===== src/rtl/tmon_pkg.sv =====
package tmon_pkg;
  typedef enum logic [1:0] {
    EV_START   = 2'd0,
    EV_PREEMPT = 2'd1,
    EV_RESUME  = 2'd2,
    EV_DONE    = 2'd3
  } ev_kind_e;

  localparam logic KIND_UNDER = 1'b0;
  localparam logic KIND_OVER  = 1'b1;
endpackage


===== src/rtl/tmon_bound_bank.sv =====
module tmon_bound_bank #(
  parameter int NUM_TASKS = 4,
  parameter int NUM_MODES = 2,
  parameter int CNT_W     = 16,
  parameter int TID_W     = 2,
  parameter int MODE_W    = 1,
  parameter int AW        = 4
) (
  input  logic                             clk,
  input  logic                             rst_n,
  input  logic                             cfg_we,
  input  logic [AW-1:0]                    cfg_addr,
  input  logic [CNT_W-1:0]                 cfg_data,
  input  logic [MODE_W-1:0]                mode_q,
  output logic [NUM_TASKS-1:0][CNT_W-1:0]  act_lo,
  output logic [NUM_TASKS-1:0][CNT_W-1:0]  act_hi
);
  logic                 wr_sel;
  logic [TID_W-1:0]     wr_task;
  logic [MODE_W-1:0]    wr_mode;

  assign wr_sel  = cfg_addr[0];
  assign wr_task = cfg_addr[TID_W:1];
  assign wr_mode = cfg_addr[AW-1:TID_W+1];

  logic [CNT_W-1:0] lo_r [NUM_MODES][NUM_TASKS];
  logic [CNT_W-1:0] hi_r [NUM_MODES][NUM_TASKS];

  for (genvar m = 0; m < NUM_MODES; m++) begin : g_mode
    for (genvar t = 0; t < NUM_TASKS; t++) begin : g_task
      logic hit;
      assign hit = cfg_we && (wr_mode == MODE_W'(m)) && (wr_task == TID_W'(t));

      always_ff @(posedge clk or negedge rst_n) begin
        if (!rst_n) begin
          lo_r[m][t] <= '0;
          hi_r[m][t] <= '1;
        end else if (hit) begin
          if (wr_sel) hi_r[m][t] <= cfg_data;
          else        lo_r[m][t] <= cfg_data;
        end
      end
    end
  end

  for (genvar t = 0; t < NUM_TASKS; t++) begin : g_act
    assign act_lo[t] = lo_r[mode_q][t];
    assign act_hi[t] = hi_r[mode_q][t];
  end
endmodule


===== src/rtl/tmon_task_timer.sv =====
module tmon_task_timer #(
  parameter int CNT_W = 16
) (
  input  logic             clk,
  input  logic             rst_n,
  input  logic             sync,
  input  logic             start,
  input  logic             resume,
  input  logic             pause,
  input  logic             finish,
  input  logic [CNT_W-1:0] lo,
  input  logic [CNT_W-1:0] hi,
  output logic             running,
  output logic             ovr_hit,
  output logic             und_hit
);
  function automatic logic [CNT_W-1:0] sat_inc(input logic [CNT_W-1:0] v);
    return (v == '1) ? v : v + 1'b1;
  endfunction

  function automatic logic over_upper(input logic [CNT_W-1:0] v,
                                      input logic [CNT_W-1:0] lim);
    return v > lim;
  endfunction

  function automatic logic below_lower(input logic [CNT_W-1:0] v,
                                       input logic [CNT_W-1:0] lim);
    return v < lim;
  endfunction

  logic [CNT_W-1:0] cnt_q;
  logic             run_q;
  logic             ovr_seen_q;

  always_ff @(posedge clk or negedge rst_n) begin
    if (!rst_n) begin
      run_q <= 1'b0;
    end else if (sync) begin
      run_q <= 1'b0;
    end else if (start || resume) begin
      run_q <= 1'b1;
    end else if (pause || finish) begin
      run_q <= 1'b0;
    end
  end

  always_ff @(posedge clk or negedge rst_n) begin
    if (!rst_n) begin
      cnt_q <= '0;
    end else if (sync || start) begin
      cnt_q <= '0;
    end else if (run_q) begin
      cnt_q <= sat_inc(cnt_q);
    end
  end

  always_ff @(posedge clk or negedge rst_n) begin
    if (!rst_n) begin
      ovr_seen_q <= 1'b0;
    end else if (sync || start) begin
      ovr_seen_q <= 1'b0;
    end else if (ovr_hit) begin
      ovr_seen_q <= 1'b1;
    end
  end

  assign running = run_q;
  assign ovr_hit = !sync && run_q && !ovr_seen_q && over_upper(cnt_q, hi);
  assign und_hit = !sync && finish && run_q && below_lower(cnt_q, lo);

  // count holds while the task is not running
  a_r2_hold_idle: assert property (@(posedge clk) disable iff (!rst_n)
    (!run_q && !start && !sync) |=> $stable(cnt_q));

  // a start clears the count and marks the task running
  a_r2_start_clear: assert property (@(posedge clk) disable iff (!rst_n)
    (start && !sync) |=> (cnt_q == '0 && run_q));

  // one overrun per invocation
  a_r3_overrun_once: assert property (@(posedge clk) disable iff (!rst_n)
    (ovr_hit && !start) |=> !ovr_hit);

  // resync clears count and run flag
  a_r9_sync_clear: assert property (@(posedge clk) disable iff (!rst_n)
    sync |=> (cnt_q == '0 && !run_q));
endmodule


===== src/rtl/tmon_report.sv =====
module tmon_report #(
  parameter int NUM_TASKS = 4,
  parameter int TID_W     = 2
) (
  input  logic                 clk,
  input  logic                 rst_n,
  input  logic [NUM_TASKS-1:0] ovr_vec,
  input  logic [NUM_TASKS-1:0] und_vec,
  input  logic                 ack,
  output logic                 irq,
  output logic [TID_W-1:0]     irq_task,
  output logic                 irq_kind
);
  import tmon_pkg::*;

  function automatic logic [TID_W-1:0] first_set(input logic [NUM_TASKS-1:0] v);
    logic [TID_W-1:0] idx;
    idx = '0;
    for (int i = NUM_TASKS - 1; i >= 0; i--) begin
      if (v[i]) idx = TID_W'(i);
    end
    return idx;
  endfunction

  logic             any_viol;
  logic [TID_W-1:0] sel_task;
  logic             sel_kind;
  logic             accept;

  assign any_viol = (|ovr_vec) || (|und_vec);
  assign sel_kind = (|ovr_vec) ? KIND_OVER : KIND_UNDER;
  assign sel_task = (|ovr_vec) ? first_set(ovr_vec) : first_set(und_vec);
  assign accept   = any_viol && !irq;

  always_ff @(posedge clk or negedge rst_n) begin
    if (!rst_n) begin
      irq      <= 1'b0;
      irq_task <= '0;
      irq_kind <= KIND_UNDER;
    end else if (irq) begin
      if (ack) irq <= 1'b0;
    end else if (accept) begin
      irq      <= 1'b1;
      irq_task <= sel_task;
      irq_kind <= sel_kind;
    end
  end

  // report held until acknowledged
  a_r5_hold: assert property (@(posedge clk) disable iff (!rst_n)
    (irq && !ack) |=> (irq && $stable(irq_task) && $stable(irq_kind)));

  // acknowledge drops the interrupt
  a_r5_ack_clear: assert property (@(posedge clk) disable iff (!rst_n)
    (irq && ack) |=> !irq);

  // an overrun in the accepting cycle is reported as an overrun
  a_r7_over_first: assert property (@(posedge clk) disable iff (!rst_n)
    (!irq && (|ovr_vec)) |=> (irq && irq_kind == KIND_OVER));
endmodule


===== src/rtl/exec_time_monitor.sv =====
module exec_time_monitor #(
  parameter  int NUM_TASKS = 4,
  parameter  int NUM_MODES = 2,
  parameter  int CNT_W     = 16,
  localparam int TID_W     = (NUM_TASKS > 1) ? $clog2(NUM_TASKS) : 1,
  localparam int MODE_W    = (NUM_MODES > 1) ? $clog2(NUM_MODES) : 1,
  localparam int AW        = MODE_W + TID_W + 1
) (
  input  logic              clk,
  input  logic              rst_n,
  input  logic              ev_valid,
  input  logic [1:0]        ev_kind,
  input  logic [TID_W-1:0]  ev_task,
  input  logic              sync_req,
  input  logic [MODE_W-1:0] sync_mode,
  input  logic              cfg_we,
  input  logic [AW-1:0]     cfg_addr,
  input  logic [CNT_W-1:0]  cfg_data,
  input  logic              irq_ack,
  output logic              irq,
  output logic [TID_W-1:0]  irq_task,
  output logic              irq_kind
);
  import tmon_pkg::*;

  logic [MODE_W-1:0]               mode_q;
  logic [NUM_TASKS-1:0][CNT_W-1:0] act_lo;
  logic [NUM_TASKS-1:0][CNT_W-1:0] act_hi;
  logic [NUM_TASKS-1:0]            run_vec;
  logic [NUM_TASKS-1:0]            ovr_vec;
  logic [NUM_TASKS-1:0]            und_vec;

  always_ff @(posedge clk or negedge rst_n) begin
    if (!rst_n) begin
      mode_q <= '0;
    end else if (sync_req && (int'(sync_mode) < NUM_MODES)) begin
      mode_q <= sync_mode;
    end
  end

  tmon_bound_bank #(
    .NUM_TASKS(NUM_TASKS), .NUM_MODES(NUM_MODES), .CNT_W(CNT_W),
    .TID_W(TID_W), .MODE_W(MODE_W), .AW(AW)
  ) u_bank (
    .clk(clk), .rst_n(rst_n),
    .cfg_we(cfg_we), .cfg_addr(cfg_addr), .cfg_data(cfg_data),
    .mode_q(mode_q), .act_lo(act_lo), .act_hi(act_hi)
  );

  for (genvar t = 0; t < NUM_TASKS; t++) begin : g_timer
    logic hit;
    logic ev_start, ev_pause, ev_resume, ev_finish;

    assign hit       = ev_valid && (ev_task == TID_W'(t));
    assign ev_start  = hit && (ev_kind == EV_START);
    assign ev_pause  = hit && (ev_kind == EV_PREEMPT);
    assign ev_resume = hit && (ev_kind == EV_RESUME);
    assign ev_finish = hit && (ev_kind == EV_DONE);

    tmon_task_timer #(.CNT_W(CNT_W)) u_timer (
      .clk(clk), .rst_n(rst_n), .sync(sync_req),
      .start(ev_start), .resume(ev_resume), .pause(ev_pause), .finish(ev_finish),
      .lo(act_lo[t]), .hi(act_hi[t]),
      .running(run_vec[t]), .ovr_hit(ovr_vec[t]), .und_hit(und_vec[t])
    );
  end

  tmon_report #(.NUM_TASKS(NUM_TASKS), .TID_W(TID_W)) u_report (
    .clk(clk), .rst_n(rst_n),
    .ovr_vec(ovr_vec), .und_vec(und_vec), .ack(irq_ack),
    .irq(irq), .irq_task(irq_task), .irq_kind(irq_kind)
  );

  // a single processor runs at most one task at a time
  a_r2_single_runner: assert property (@(posedge clk) disable iff (!rst_n)
    $onehot0(run_vec));

  // no report is accepted in a resync cycle
  a_r9_quiet_sync: assert property (@(posedge clk) disable iff (!rst_n)
    (sync_req && !irq) |=> !irq);
endmodule


===== config.mk =====
export PLATFORM = sky130hd
export DESIGN_NAME = exec_time_monitor
export DESIGN_NICKNAME = d
export VERILOG_FILES = /design/src/rtl/tmon_pkg.sv /design/src/rtl/tmon_bound_bank.sv /design/src/rtl/tmon_task_timer.sv /design/src/rtl/tmon_report.sv /design/src/rtl/exec_time_monitor.sv
export SDC_FILE = /design/constraint.sdc
export NUM_CORES = 1
export LEC_CHECK = 0
export ABC_CLOCK_PERIOD_IN_PS = 5400
export BUFFER_PORTS_ARGS = -buffer_cell sky130_fd_sc_hd__buf_2
export CAP_MARGIN = 20
export CORE_ASPECT_RATIO = 1.5
export CORE_MARGIN = 5
export CORE_UTILIZATION = 45
export CTS_BUF_LIST = sky130_fd_sc_hd__clkbuf_4 sky130_fd_sc_hd__clkbuf_8 sky130_fd_sc_hd__clkbuf_16
export DETAILED_ROUTE_END_ITERATION = 7
export GPL_TIMING_DRIVEN = 0
export SLEW_MARGIN = 0
export SYNTH_ARGS = -nofsm -noshare
export SYNTH_HDL_FRONTEND = slang
export SYNTH_SLANG_ARGS = --single-unit
export TNS_END_PERCENT = 1

===== constraint.sdc =====
create_clock -name clk -period 5.4 [get_ports clk]
set_clock_uncertainty 0.15 [all_clocks]
set_input_delay 1.62 -clock clk [delete_from_list [all_inputs] [get_ports clk]]
set_output_delay 1.62 -clock clk [all_outputs]
set_load 0.02 [all_outputs]

Yosys cells after proc, flatten, opt, wreduce, memory -nomap -nowiden --
Index checks and enable logic that the tools add are counted.
Operators by class: add/subtract/negate cells 4, magnitude comparators 9, eq/ne operators 17, multiplexer cells 51, bitwise logic cells 4, reductions and logical operators 112
Operators by type and width (count):
- 64-bit 2-to-1 mux | 6
- 16-bit 2-to-1 mux | 12
- 16-bit by 1-bit adder with 16-bit output (second input constant) | 4
- 16-bit equality test (second input constant) | 4
- 16-bit greater-than comparator | 4
- 16-bit less-than comparator | 4
- 1-bit logical AND | 55
- 2-bit AND reduction | 21
- 1-bit 2-to-1 mux | 24
- 2-bit 2-to-1 mux | 9
- 2-bit nonzero test | 8
- 1-bit logical OR | 13
- 2-bit equality test (second input constant) | 6
- 3-bit nonzero test | 4
- 2-bit by 1-bit inequality test with 1-bit output (second input constant) | 4
- 4-bit OR reduction | 2
- 2-bit by 1-bit equality test with 1-bit output (second input constant) | 3
- 1-bit zero test | 6
- 2-bit zero test | 3
- 1-bit inverter | 3
- 2-bit >= comparator (second input constant) | 1
- 1-bit inverter with 2-bit output | 1
Storage, ports and cells: flip-flop bits (word level) 333, bits of input ports 31, output and inout port bits 4, word-level logic and storage cells 229

Logic depth before layout (Yosys ltp) --
depth in word-level cells 11, depth in mapped cells 12, gate-level depth less buffers 9

Cells and area by module --
A second synthesis with hierarchy kept.
Unflattened totals: cells, all modules 1632, area total of the unflattened synthesis 18783.0 µm²
Modules (own cells, without submodules):
- tmon_bound_bank | times used 1, cells each 716, area an instance 11345.9 µm², seq. area each 6566.3 µm²
- tmon_task_timer (g_timer[0].u_timer ...) | times used 3, cells each 217, area an instance 1765.4 µm², seq. area each 450.4 µm²
- tmon_task_timer (g_timer[3].u_timer) | times used 1, cells each 217, area an instance 1760.4 µm², seq. area each 450.4 µm²
- tmon_report | times used 1, cells each 23, area an instance 226.5 µm², seq. area each 100.1 µm²
- exec_time_monitor | times used 1, cells each 25, area an instance 153.9 µm², seq. area each 25.0 µm²

Worst setup path before layout --
Ideal clock, no wire load.
path kind reg-to-reg, start point reg mode_q, end point reg u_report.irq_task[0], library setup time 0.125 ns, data arrival time 3.803 ns, data required time 5.125 ns, slack 1.322 ns, cell stages (with the launch flop) 13, buffers on the path 3, period minus slack after synthesis 4.078 ns, cells stage by stage dfrtp_1 clkbuf_1 buf_1 clkbuf_1 mux2i_1 ha_1 and3_1 a221o_1 a221oi_2 o22ai_2 a2111oi_4 a41o_2 mux2_4
Between the ends: longest elaborated chain between the ends 11, elaborated cells on any way between the ends 37, those cells by class order compare (8); mux (15); bitwise (1); reduce/logical (13)
Ends and longest elaborated chain:
- start: declaration | line exec_time_monitor.sv:26 | logic [MODE_W-1:0] mode_q;
- start signal: assignment | line exec_time_monitor.sv:37 | mode_q <= sync_mode;
- 1-bit inverter with 2-bit output (implied by the code) * | line tmon_bound_bank.sv:47, tmon_bound_bank.sv:48
- 64-bit 2-to-1 mux (on tied branches) (3 in series) | line tmon_bound_bank.sv:47, tmon_bound_bank.sv:48
- 16-bit less-than comparator or 16-bit greater-than comparator (tied branches) | line tmon_task_timer.sv:28, tmon_task_timer.sv:23
- 1-bit logical AND (on tied branches) | line tmon_task_timer.sv:69, tmon_task_timer.sv:68
- 2-bit 2-to-1 mux (4 in series) | line tmon_report.sv:20 | if (v[i]) idx = TID_W'(i);
- 2-bit 2-to-1 mux | line tmon_report.sv:32 | assign sel_task = (|ovr_vec) ? first_set(ovr_vec) : first_set(und_vec);
- end signal: assignment | line tmon_report.sv:44 | irq_task <= sel_task;
- end: declaration | line tmon_report.sv:11 | output logic [TID_W-1:0] irq_task,
Every way passes the cells marked *; elsewhere a longest branch is shown, timed or not. The select of a mux whose other input is x is not followed. A chain may end at the register's enable or synchronous reset.

Worst setup path in the final report --
start point reg mode_q, end point reg u_report.irq_task[1]
Same word-level chain as after synthesis.

==> flow_metrics.py <==
metrics = {
    "sta": {
        "rsz0062_at_grt": "no",
        "period_minus_slack_ns": 5.19,
        "slew_viol_final": 0,
        "setup_viol": 0,
        "final.period_utilization_pct": 96.1,
        "timing.fmax_ghz": 0.193,
        "hold_viol": 0,
        "worst_slew_pin_slew_ns": 1.16,
        "slew-limit-headroom_pct": 22.6,
        "setup-tns-final_ns": 0,
    },
    "worst_setup_path": {
        "required_ns": 5.66,
        "worstPathArrival_ns": 5.45,
        "start_kind": "flip-flop",
        "reg2reg_from": "mode_q",
        "cp-end-kind": "flip-flop",
        "path_class": "reg2reg",
        "cp_max_fo": 10,
        "cp-startpoint": "mode_q",
    },
    "detailed_routing": {
        "post_drt_wl_per_cell_um": 22.1,
        "dr.first_iter.drc_count": 491,
        "ant_nets": 0,
        "vias": 11700,
        "viasPerCell": 5.71,
        "first_pass_iters": 4,
        "wl_um": 45100,
        "post-route-drc-count": 0,
    },
    "place": {
        "numPortBuffers": 32,
        "place.gp.congestion": 0.853,
        "place_hpwl_um": 34300,
        "post_dp_cell_area_um2": 18500,
        "place_inst": 1976,
    },
    "global_route": {
        "grt_antenna_before_repair": 0,
        "grt_first_pass_wirelength_um": 71000,
        "grt_max_degree": 125,
        "grt_remaining_overflow": 0,
        "track_usage_pct": 21.4,
        "grt_pass1_vias": 12300,
    },
    "clock_tree": {
        "cts_root_buf": "clkbuf_16",
        "cts_num_sinks": 333,
        "cts_buffer_depth": 3,
        "post_cts_buffers": 0,
        "cts_tree": "yes",
        "clk_latency_ns": 0.53,
        "clk_pin_slew_ns": 0.06,
        "h-tree-depth": 2,
        "holdBufCountCts": 0,
        "cts_buffers": 36,
    },
    "power_and_ir_drop": {
        "power.internal_mw": 5.22,
        "switching_share_pct": 26.7,
        "pwr-share-seq_pct": 46.8,
        "p_clk_share_pct": 34.3,
        "p_per_area_nw_per_um2": 361,
        "p_sw_mw": 1.90,
        "ir_drop_uv": 272,
        "p_leak_nw": 8.70,
        "design_power_total_mw": 7.12,
        "pwr-share-comb_pct": 18.9,
    },
    "synthesis": {
        "synth_top_area_share_pct": 29.1,
        "syn-num-nets": 1603,
        "synthCells": 1444,
        "avgSynthCellArea_um2": 12.2,
        "ys_async_sr_fraction_pct": 100,
        "yosys-top-cells-area": "dfrtp_1 29%, dfstp_2 19%, mux2_2 17%",
        "synth_seq_cells": 333,
        "yosys.area.top_type": "dfrtp_1",
        "yosys-top-cells-count": "264 x mux2_2, 205 x dfrtp_1, 128 x dfstp_2, 128 x ha_1, 127 x mux2i_1",
        "yosysUniqueCellTypes": 69,
        "seq_area_frac_synth_pct": 48.2,
        "yosysMostFrequentCell": "mux2_2",
        "yosysWarningCount": 0,
        "syn_area_um2": 17600,
        "synth_top_flop_cell": "dfrtp_1",
        "synth_edf_count": 0,
    },
    "floorplanning": {
        "die_area_um2": 43300,
        "ios": 35,
        "coreArea_um2": 38600,
        "floorplan.die.width_um": 172,
        "num_rows": 88,
        "initial_utilization_pct": 45.6,
        "die_y_um": 252,
    },
    "run": {
        "drv_cap": 0,
    },
    "cells_and_area": {
        "drive_above_1_share_pct": 33.3,
        "diodes": 0,
        "fill_cells": 3404,
        "finalNonFillerCells": 2040,
        "syn_to_final_growth_pct": 11.7,
        "finalInstanceArea_um2": 19700,
        "fin_nets": 1678,
    },
    "worst_hold_path": {
        "hp-class": "reg2reg",
        "hp-start": "u_report.irq_kind",
    },
    "status": {
        "status": "completed",
    },
}
==> power groups by stage <==
| stage | Clock [mW] | Sequential [mW] | Combinational (mW) |
|---|---|---|---|
| floorplan | 0 | 3.30 | 0.964 |
| global placement | 0 | 3.35 | 1.31 |
| detailed placement | 0 | 3.37 | 1.37 |
| CTS | 2.50 | 3.33 | 1.38 |
| global route | 2.60 | 3.39 | 1.50 |
| finish | 2.44 | 3.33 | 1.35 |
==> stage by stage <==
stage / setup slack (ns) / utilization (%) / hold WS (ns)
after floorplan: 1.32 / - / 0.311
after global placement: -3.74 / 47.6 / 0.317
after detailed placement: -0.294 / 47.9 / 0.322
after CTS: 0.0163 / 50.9 / 0.335
after global routing: 0.00913 / 51.0 / 0.352
final: 0.212 / 51.0 / 0.330
==> sequential cells by signal, indices dropped and copies added (netlist names) <==
name	cells
u_bank.lo_r	128
u_report.irq_task	2
g_timer.u_timer.running	4
g_timer.u_timer.cnt_q	64
u_report.irq	1
g_timer.u_timer.ovr_seen_q	4
u_report.irq_kind	1
u_bank.hi_r	128
mode_q	1
==> per-layer routing <==
layer	track usage [%]	vias to the layer above	share of wire (%)	wire length [um]
met5	0	-	0	0
met4	10.6	0	5.9	2650
met3	2.71	110	3.6	1630
met2	38.8	219	53	23700
met1	24.6	5902	38	17100
li1	-	5421	-	-
==> critical path, stage by stage (launching register included) <==
cell	delay (ns)
dfrtp_1	0.43
clkbuf_1	0.47
clkbuf_1	0.92
mux2i_1	0.30
ha_1	0.27
a21oi_1	0.16
o21ai_0	0.17
a221oi_1	0.40
o221ai_1	0.46
a2111oi_4	0.64
a41o_2	0.37
mux2_4	0.31
==> logic make-up after synthesis <==
logic type	Yosys count	synth area share [%]
muxes	393	24.2
DFF	333	48.2
and+or+nand+nor	307	8.67
AOI/OAI and AO/OA	154	5.87
adders and majority gates	128	9.08
buffers and inverters	86	1.84
xor gates and xnor gates	43	2.14
==> placed cells by master, fill, tap and decap left out, types with 12 or more instances in the layout <==
cell / n
xnor2_1: 27
mux2_2: 264
buf_2: 34
nand4_1: 27
mux2i_1: 127
dfrtp_1: 205
clkbuf_1: 51
nand2_1: 67
o21ai_0: 25
ha_1: 128
nand3_1: 28
a21oi_1: 64
xor2_1: 16
dfstp_2: 128
clkbuf_16: 37
inv_1: 22
nor2_1: 96
or3_1: 17
clkbuf_4: 12
nor3_1: 13
==> timing repair <==
item | 4_1_cts | 5_1_grt
gates cloned | 0 | 0
gates resized for setup | 3 | 1
hold endpoints to repair | 0 | 0
endpoints found under the setup margin | 4 | 2
==> final timing paths <==
check,cells past startpoint,slack [ns],endpoint
min in group asynchronous,1,0.98,g_timer[0].u_timer.cnt_q[3]
worst max-delay path,11,0.21,u_report.irq_task[1]
worst min register to register,1,0.33,u_report.irq_kind
max in group asynchronous,2,3.03,u_bank.lo_r[42]
worst max register to register,11,0.21,u_report.irq_task[1]
worst min-delay path,1,0.33,u_report.irq_kind
==> layout make-up <==
class,instances,area [um2],area share (%)
inverters,22,82.6,0.419
plain buffers,64,248,1.26
well taps,495,619,3.15
repair buffers,37,273,1.39
clock inverters,10,75.1,0.381
clock buffers,54,1080,5.51
multi-input cells,1025,8820,44.8
flip-flops and latches,333,8490,43.1
Note: power is estimated with default switching activity, not from simulation.
